<file path="src/rtl/psr_pkg.sv">
package psr_pkg;
  localparam int unsigned WORD_W     = 32;
  localparam int unsigned LANE_W     = 8;
  localparam int unsigned LANES      = WORD_W / LANE_W;
  localparam int unsigned MODE_W     = 5;
  localparam int unsigned SAVED_CNT  = 5;
  localparam int unsigned SLOT_W     = $clog2(SAVED_CNT);

  localparam int unsigned POS_N   = 31;
  localparam int unsigned POS_Z   = 30;
  localparam int unsigned POS_C   = 29;
  localparam int unsigned POS_V   = 28;
  localparam int unsigned POS_I   = 7;
  localparam int unsigned POS_F   = 6;
  localparam int unsigned FLAG_LANE = 3;

  localparam logic [WORD_W-1:0] RESET_WORD  = 32'h0000_00D3;
  localparam logic [WORD_W-1:0] NARROW_KEEP = 32'hF000_00C3;

  typedef enum logic [2:0] {
    BK_USER, BK_FIQ, BK_IRQ, BK_SVC, BK_ABT, BK_UND, BK_SYS, BK_NONE
  } bank_e;
endpackage

</file>
<file path="src/rtl/psr_bank_map.sv">
module psr_bank_map
  import psr_pkg::*;
(
  input  logic [MODE_W-1:0] mode,
  output bank_e             bank,
  output logic              has_saved,
  output logic [SLOT_W-1:0] slot,
  output logic              user_mode
);
  always_comb begin
    case (mode)
      5'h10, 5'h00: bank = BK_USER;
      5'h11, 5'h01: bank = BK_FIQ;
      5'h12, 5'h02: bank = BK_IRQ;
      5'h13, 5'h03: bank = BK_SVC;
      5'h17:        bank = BK_ABT;
      5'h1B:        bank = BK_UND;
      5'h1F:        bank = BK_SYS;
      default:      bank = BK_NONE;
    endcase
  end

  always_comb begin
    has_saved = 1'b1;
    slot      = '0;
    case (bank)
      BK_FIQ:  slot = SLOT_W'(0);
      BK_IRQ:  slot = SLOT_W'(1);
      BK_SVC:  slot = SLOT_W'(2);
      BK_ABT:  slot = SLOT_W'(3);
      BK_UND:  slot = SLOT_W'(4);
      default: has_saved = 1'b0;
    endcase
  end

  assign user_mode = (bank == BK_USER);
endmodule

</file>
<file path="src/rtl/psr_lane_merge.sv">
module psr_lane_merge #(
  parameter int unsigned LANES  = 4,
  parameter int unsigned LANE_W = 8,
  localparam int unsigned W     = LANES * LANE_W
) (
  input  logic [W-1:0]     old_word,
  input  logic [W-1:0]     new_word,
  input  logic [LANES-1:0] lanes,
  output logic [W-1:0]     merged
);
  for (genvar k = 0; k < LANES; k++) begin : g_lane
    assign merged[k*LANE_W +: LANE_W] =
      lanes[k] ? new_word[k*LANE_W +: LANE_W] : old_word[k*LANE_W +: LANE_W];
  end
endmodule

</file>
<file path="src/rtl/psr_saved_store.sv">
module psr_saved_store #(
  parameter int unsigned DEPTH  = 5,
  parameter int unsigned LANES  = 4,
  parameter int unsigned LANE_W = 8,
  localparam int unsigned W     = LANES * LANE_W,
  localparam int unsigned IDX_W = (DEPTH > 1) ? $clog2(DEPTH) : 1
) (
  input  logic             clk,
  input  logic             rst,
  input  logic             we,
  input  logic [IDX_W-1:0] wr_slot,
  input  logic [LANES-1:0] wr_lanes,
  input  logic [W-1:0]     wr_word,
  input  logic             rd_hit,
  input  logic [IDX_W-1:0] rd_slot,
  input  logic [W-1:0]     rd_fallback,
  output logic [W-1:0]     rd_word
);
  logic [W-1:0] mem [DEPTH];

  for (genvar e = 0; e < DEPTH; e++) begin : g_entry
    for (genvar k = 0; k < LANES; k++) begin : g_lane
      always_ff @(posedge clk) begin
        if (rst)
          mem[e][k*LANE_W +: LANE_W] <= '0;
        else if (we && wr_lanes[k] && (wr_slot == IDX_W'(e)))
          mem[e][k*LANE_W +: LANE_W] <= wr_word[k*LANE_W +: LANE_W];
      end
    end
  end

  always_ff @(posedge clk) begin
    if (rst)
      rd_word <= '0;
    else if (rd_hit && (int'(rd_slot) < DEPTH))
      rd_word <= mem[rd_slot];
    else
      rd_word <= rd_fallback;
  end
endmodule

</file>
<file path="src/rtl/psr_update_unit.sv">
module psr_update_unit
  import psr_pkg::*;
(
  input  logic              clk,
  input  logic              rst,
  input  logic              cfg_narrow,
  input  logic              wr_en,
  input  logic              wr_saved,
  input  logic [LANES-1:0]  wr_lanes,
  input  logic [WORD_W-1:0] wr_data,
  input  logic [MODE_W-1:0] rd_mode,
  output logic [WORD_W-1:0] rd_data,
  output logic [WORD_W-1:0] cpsr_out,
  output logic              flag_n,
  output logic              flag_z,
  output logic              flag_c,
  output logic              flag_v,
  output logic              irq_mask,
  output logic              fiq_mask,
  output logic [MODE_W-1:0] cur_mode,
  output logic              privileged,
  output logic              mode_changed
);
  localparam logic [LANES-1:0] FLAGS_ONLY = LANES'(1) << FLAG_LANE;

  logic [WORD_W-1:0] cpsr_q;
  logic [WORD_W-1:0] cpsr_merged;
  logic [WORD_W-1:0] cpsr_next;
  logic [LANES-1:0]  cpsr_lanes;
  logic              cpsr_wr;
  logic              mc_q;
  logic              priv_q;

  bank_e             cur_bank;
  logic              cur_has;
  logic [SLOT_W-1:0] cur_slot;
  logic              cur_user;
  bank_e             rd_bank;
  logic              rd_has;
  logic [SLOT_W-1:0] rd_slot;
  logic              rd_user;

  psr_bank_map u_cur_map (
    .mode      (cpsr_q[MODE_W-1:0]),
    .bank      (cur_bank),
    .has_saved (cur_has),
    .slot      (cur_slot),
    .user_mode (cur_user)
  );

  psr_bank_map u_rd_map (
    .mode      (rd_mode),
    .bank      (rd_bank),
    .has_saved (rd_has),
    .slot      (rd_slot),
    .user_mode (rd_user)
  );

  assign cpsr_wr    = wr_en && !wr_saved;
  assign cpsr_lanes = !cpsr_wr ? '0 : (cur_user ? (wr_lanes & FLAGS_ONLY) : wr_lanes);

  psr_lane_merge #(.LANES(LANES), .LANE_W(LANE_W)) u_merge (
    .old_word (cpsr_q),
    .new_word (wr_data),
    .lanes    (cpsr_lanes),
    .merged   (cpsr_merged)
  );

  always_comb begin
    cpsr_next = cpsr_merged;
    if (cpsr_wr && cfg_narrow)
      cpsr_next = cpsr_merged & NARROW_KEEP;
  end

  always_ff @(posedge clk) begin
    if (rst) begin
      cpsr_q <= RESET_WORD;
      mc_q   <= 1'b0;
      priv_q <= |RESET_WORD[1:0];
    end else begin
      cpsr_q <= cpsr_next;
      mc_q   <= cpsr_next[MODE_W-1:0] != cpsr_q[MODE_W-1:0];
      priv_q <= |cpsr_next[1:0];
    end
  end

  psr_saved_store #(.DEPTH(SAVED_CNT), .LANES(LANES), .LANE_W(LANE_W)) u_store (
    .clk         (clk),
    .rst         (rst),
    .we          (wr_en && wr_saved && cur_has),
    .wr_slot     (cur_slot),
    .wr_lanes    (wr_lanes),
    .wr_word     (wr_data),
    .rd_hit      (rd_has),
    .rd_slot     (rd_slot),
    .rd_fallback (cpsr_q),
    .rd_word     (rd_data)
  );

  assign cpsr_out     = cpsr_q;
  assign flag_n       = cpsr_q[POS_N];
  assign flag_z       = cpsr_q[POS_Z];
  assign flag_c       = cpsr_q[POS_C];
  assign flag_v       = cpsr_q[POS_V];
  assign irq_mask     = cpsr_q[POS_I];
  assign fiq_mask     = cpsr_q[POS_F];
  assign cur_mode     = cpsr_q[MODE_W-1:0];
  assign privileged   = priv_q;
  assign mode_changed = mc_q;

  logic unused_ok;
  assign unused_ok = rd_user ^ (rd_bank == BK_NONE) ^ (cur_bank == BK_NONE);
endmodule

</file>
<file path="config.mk">
export PLATFORM = sky130hd
export DESIGN_NAME = psr_update_unit
export DESIGN_NICKNAME = d
export VERILOG_FILES = /design/src/rtl/psr_pkg.sv /design/src/rtl/psr_bank_map.sv /design/src/rtl/psr_lane_merge.sv /design/src/rtl/psr_saved_store.sv /design/src/rtl/psr_update_unit.sv
export SDC_FILE = /design/constraint.sdc
export NUM_CORES = 1
export LEC_CHECK = 0
export BUFFER_PORTS_ARGS = -buffer_cell sky130_fd_sc_hd__buf_4
export CORE_ASPECT_RATIO = 0.8
export CORE_MARGIN = 4
export CORE_UTILIZATION = 30
export CTS_CLUSTER_SIZE = 16
export DETAILED_ROUTE_END_ITERATION = 8
export GPL_TIMING_DRIVEN = 0
export SLEW_MARGIN = 10
export SYNTH_ARGS = -nofsm -noshare
export SYNTH_HDL_FRONTEND = slang
export SYNTH_SLANG_ARGS = --single-unit
</file>
<file path="constraint.sdc">
create_clock -name clk -period 2.33 [get_ports clk]
set_input_delay 0.466 -clock clk [delete_from_list [all_inputs] [get_ports clk]]
set_output_delay 0.466 -clock clk [all_outputs]
set_load 0.005 [all_outputs]
</file>
==> out/metrics.cfg <==
[critical_path]
critPathTopFamily = compound AO/OA/AOI/OAI gates
critical_path_buf_inv_count = 0
critPathKind = reg -> reg
path_depth = 4
worstPathMaxFanout = 10
cp_slowest_cell = sky130_fd_sc_hd__o21ai_1
worst_setup_path_start_kind = flip-flop
path_cells = nor3_4 > a211oi_2 > nand2_1 > o21ai_1
r2r-start = u_cur_map.bank[0]
timing.reg2reg.setup_slack_ns = -0.13
worst_setup_path_end_kind = flip-flop
cp_data_required_time_ns = 2.47
cp_data_arrival_time_ns = 2.60
r2r_end = u_store.mem[2][28]
worst_r2r_path_depth = 4
timing.critical_path.slowest_cell_delay_ns = 0.80

[synth]
synth_enable_flop_cells = 160
synthArstFlopShare_pct = 0
largest_family_of_logic_cells_by_synthesized_area = simple AND/OR/NAND/NOR gates
yosysUniqueCellTypes = 48
yosysTopAreaCellShare_pct = 48.1
synth_mux_area_share_pct = 8.02
synthMostInstantiatedCell = sky130_fd_sc_hd__edfxtp_1
synth_top_cells_by_count = 160 x sky130_fd_sc_hd__edfxtp_1, 155 x sky130_fd_sc_hd__and2_1, 70 x sky130_fd_sc_hd__nor2_1
synth_top_cells_by_area = sky130_fd_sc_hd__edfxtp_1 48%, sky130_fd_sc_hd__dfxtp_1 14%, sky130_fd_sc_hd__and2_1 9.7%, sky130_fd_sc_hd__mux2i_1 4.4%, sky130_fd_sc_hd__a2111oi_2 3.0%
yosysWarnings = 0
ys_seq_elements = 229
synth_area_in_xor_xnor_pct = 0.263
post_synth_inst_count = 795
synth_area_leader_cell = sky130_fd_sc_hd__edfxtp_1
dominantRegCellSynth = sky130_fd_sc_hd__edfxtp_1
synth_compound_gate_area_share_pct = 9.58
post_synth.cell_area_avg_sq_um = 12.6
ys_seq_area_share_pct = 62.0
post_synth_simple_gate_area_pct = 16.8
syn-num-nets = 841
synth_area_sq_um = 9980
synth_adder_area_share_pct = 0.113

[detailed_routing]
wirelength_mm = 27.9
drt-wirelength-per-cell_microns = 20.0
via_count = 6763
drt_pass1_iterations = 5
drtIter0Drc = 618
postRouteAntennaNets = 0
vias_per_cell = 4.86
drc_violations_left = 0

[timing]
finalMaxSlewViolations = 0
hold_viol = 0
worst_slack_ns = -0.134
timing.final.crit_period_ns = 2.46
max_transition_margin_pct = 31.9
tightest_slew_ns = 1.01
achievable-frequency_mhz = 406
worst_hold_margin_ns = 0.207
final_number_of_setup_violating_endpoints = 30
period_share_pct = 106
rsz0062_at_grt = true
finClkSkew_ns = 0.00722

[clock_network]
cts_max_path_buffers = 3
insertion_delay_ns = 0.52
cts_buffers = 24
postCtsHoldBufs = 0
ctsHtreeMaxLevel = 1
cts-root-buf = sky130_fd_sc_hd__clkbuf_16
tritoncts = built
numClockSinks = 229
path_clk_slew_ns = 0.06

[place]
detailed_place_hpwl_mm = 19.7
globalplace.congestion = 0.781
pre_cts_slack_ns = -0.673
io_buffer_count = 119

[hold_path]
min_delay_worst_endpoint = cpsr_out[6]
hold_path.startpoint = wr_data[6]
min-delay-path-class = in -> reg
min_path_cells = 3

[global_route]
grt-ovfl-total = 0
global_route_wire_length_before_repair_mm = 41.8
initial_antenna_violation_count = 0
grt_max_degree = 16
first_global_vias = 6858
grt_use_total_pct = 15.1

[run]
drv.max_cap_violation_count = 0

[power_and_ir_drop]
worst_ir_drop_vdd_v = 0.000327
p_per_area_nw_per_um2 = 746
leakage_dissipation_nw = 4.87

[finish]
finalNetCount = 992
syn_to_final_growth_pct = 24.0
antenna-diode-count = 0
layout.filler_cells = 3143
ratio_of_cells_with_drive_above_1_in_the_final_layout_pct = 27.5

[die]
floorplan.io_pins = 123
design.die.area_sq_um = 36300
initial_utilization_pct = 30.5
fp.dieW_microns = 212
num_rows = 59
die_height_microns = 171
core_area_sq_um = 32700

[outcome]
status = complete, but fails checks
violations_in_the_final_reports = negative setup slack

## worst max path at each step
stage | startpoint | end | slack [ns]
finish | u_cur_map.bank[0] | u_store.mem[2][28] | -0.13
global route | u_cur_map.bank[0] | u_store.mem[2][28] | -0.26
CTS | u_cur_map.bank[0] | u_store.mem[2][28] | -0.08
detailed placement | wr_saved | u_store.mem[1][30] | -0.67
global placement | wr_en | u_store.mem[3][9] | -0.82
floorplan | u_cur_map.bank[0] | u_store.mem[2][10] | 0.24
## stage by stage
stage	setup TNS (ns)	power, W	util [%]	instance area, sq um	std cells
after floorplan	0	0.00509	-	9980	795
after global placement	-108.15	0.00548	34.9	11400	1341
after detailed placement	-63.82	0.00551	35.0	11500	1347
after CTS	-1.16	0.00927	37.6	12300	1391
after global routing	-11.71	0.00955	37.9	12400	1391
final	-2.19	0.00923	37.9	12400	1391
## per-layer routing
metal | up-vias | GRT usage [%] | wire length, microns
met3 | 32 | 3.50 | 2260
met2 | 252 | 23.5 | 12400
met5 | - | 0 | 0
met4 | 0 | 2.82 | 440
met1 | 3277 | 21.7 | 12800
li1 | 3202 | - | -
## report_power, final
group,internal (W),total (W),switching [W]
sequential,0.00453,0.00460,0.0000741
clock,0.00220,0.00379,0.00159
combinational,0.000341,0.000840,0.000499
## cell type report
cell class,count,area [sq um],share of cell area (%)
Buffer,47,304,2.46
Clock buffer,37,742,5.99
Clock inverter,7,41.3,0.333
Inverter,7,26.3,0.212
Multi-Input combinational cell,512,3610,29.2
Sequential cell,229,6190,50.0
Tap cell,427,534,4.31
Timing Repair Buffer,125,938,7.58
## kinds of logic after synthesis
group	after synthesis
compound gates	120
xor+xnor	3
mux	76
buf+inv	54
simple gates	312
fa+ha+maj	1
flops	229
## repair_timing
| item | 4_1_cts | 5_1_grt |
|---|---|---|
| resized for setup | 24 | 19 |
| setup endpoints to repair | 176 | 153 |
| buffers inserted | 0 | 0 |
| gates cloned | 0 | 0 |
## worst register-to-register path: stages, from the launching register on
cell and delay, ns:
sky130_fd_sc_hd__dfxtp_1 0.49, sky130_fd_sc_hd__nor3_4 0.11, sky130_fd_sc_hd__a211oi_2 0.38, sky130_fd_sc_hd__nand2_1 0.30, sky130_fd_sc_hd__o21ai_1 0.80
## state kept, by name, summed over array words and instances (netlist names)
name             count
u_store.mem        160
cpsr_out            32
u_store.rd_word     32
u_cur_map.bank       3
mode_changed         1
privileged           1
## placed cells by master, fill, tap and decap left out, types with 3 or more instances in the layout
cell type                   instances
sky130_fd_sc_hd__mux2i_1           44
sky130_fd_sc_hd__clkbuf_1          30
sky130_fd_sc_hd__clkinv_2           5
sky130_fd_sc_hd__o21ai_1            3
sky130_fd_sc_hd__mux2_2            24
sky130_fd_sc_hd__buf_12             4
sky130_fd_sc_hd__o21ai_4            8
sky130_fd_sc_hd__o22ai_1           33
sky130_fd_sc_hd__clkbuf_8           5
sky130_fd_sc_hd__nor2_1            62
sky130_fd_sc_hd__inv_1              7
sky130_fd_sc_hd__o21ai_0            5
sky130_fd_sc_hd__and2_1           155
sky130_fd_sc_hd__nand2_1           41
sky130_fd_sc_hd__nand3_1           19
sky130_fd_sc_hd__clkbuf_16         26
sky130_fd_sc_hd__mux2_1             8
sky130_fd_sc_hd__nor2_2             8
sky130_fd_sc_hd__nor2b_1            4
sky130_fd_sc_hd__xnor2_1            3
sky130_fd_sc_hd__buf_2              4
sky130_fd_sc_hd__nand2b_1           3
sky130_fd_sc_hd__a2111oi_1         10
sky130_fd_sc_hd__a21oi_1           18
sky130_fd_sc_hd__dfxtp_1           69
sky130_fd_sc_hd__a2111oi_2         20
sky130_fd_sc_hd__buf_4            136
sky130_fd_sc_hd__o21ai_2           11
sky130_fd_sc_hd__nor3_1             6
sky130_fd_sc_hd__edfxtp_1         160
No activity file was read; power rests on OpenSTA's default activity.
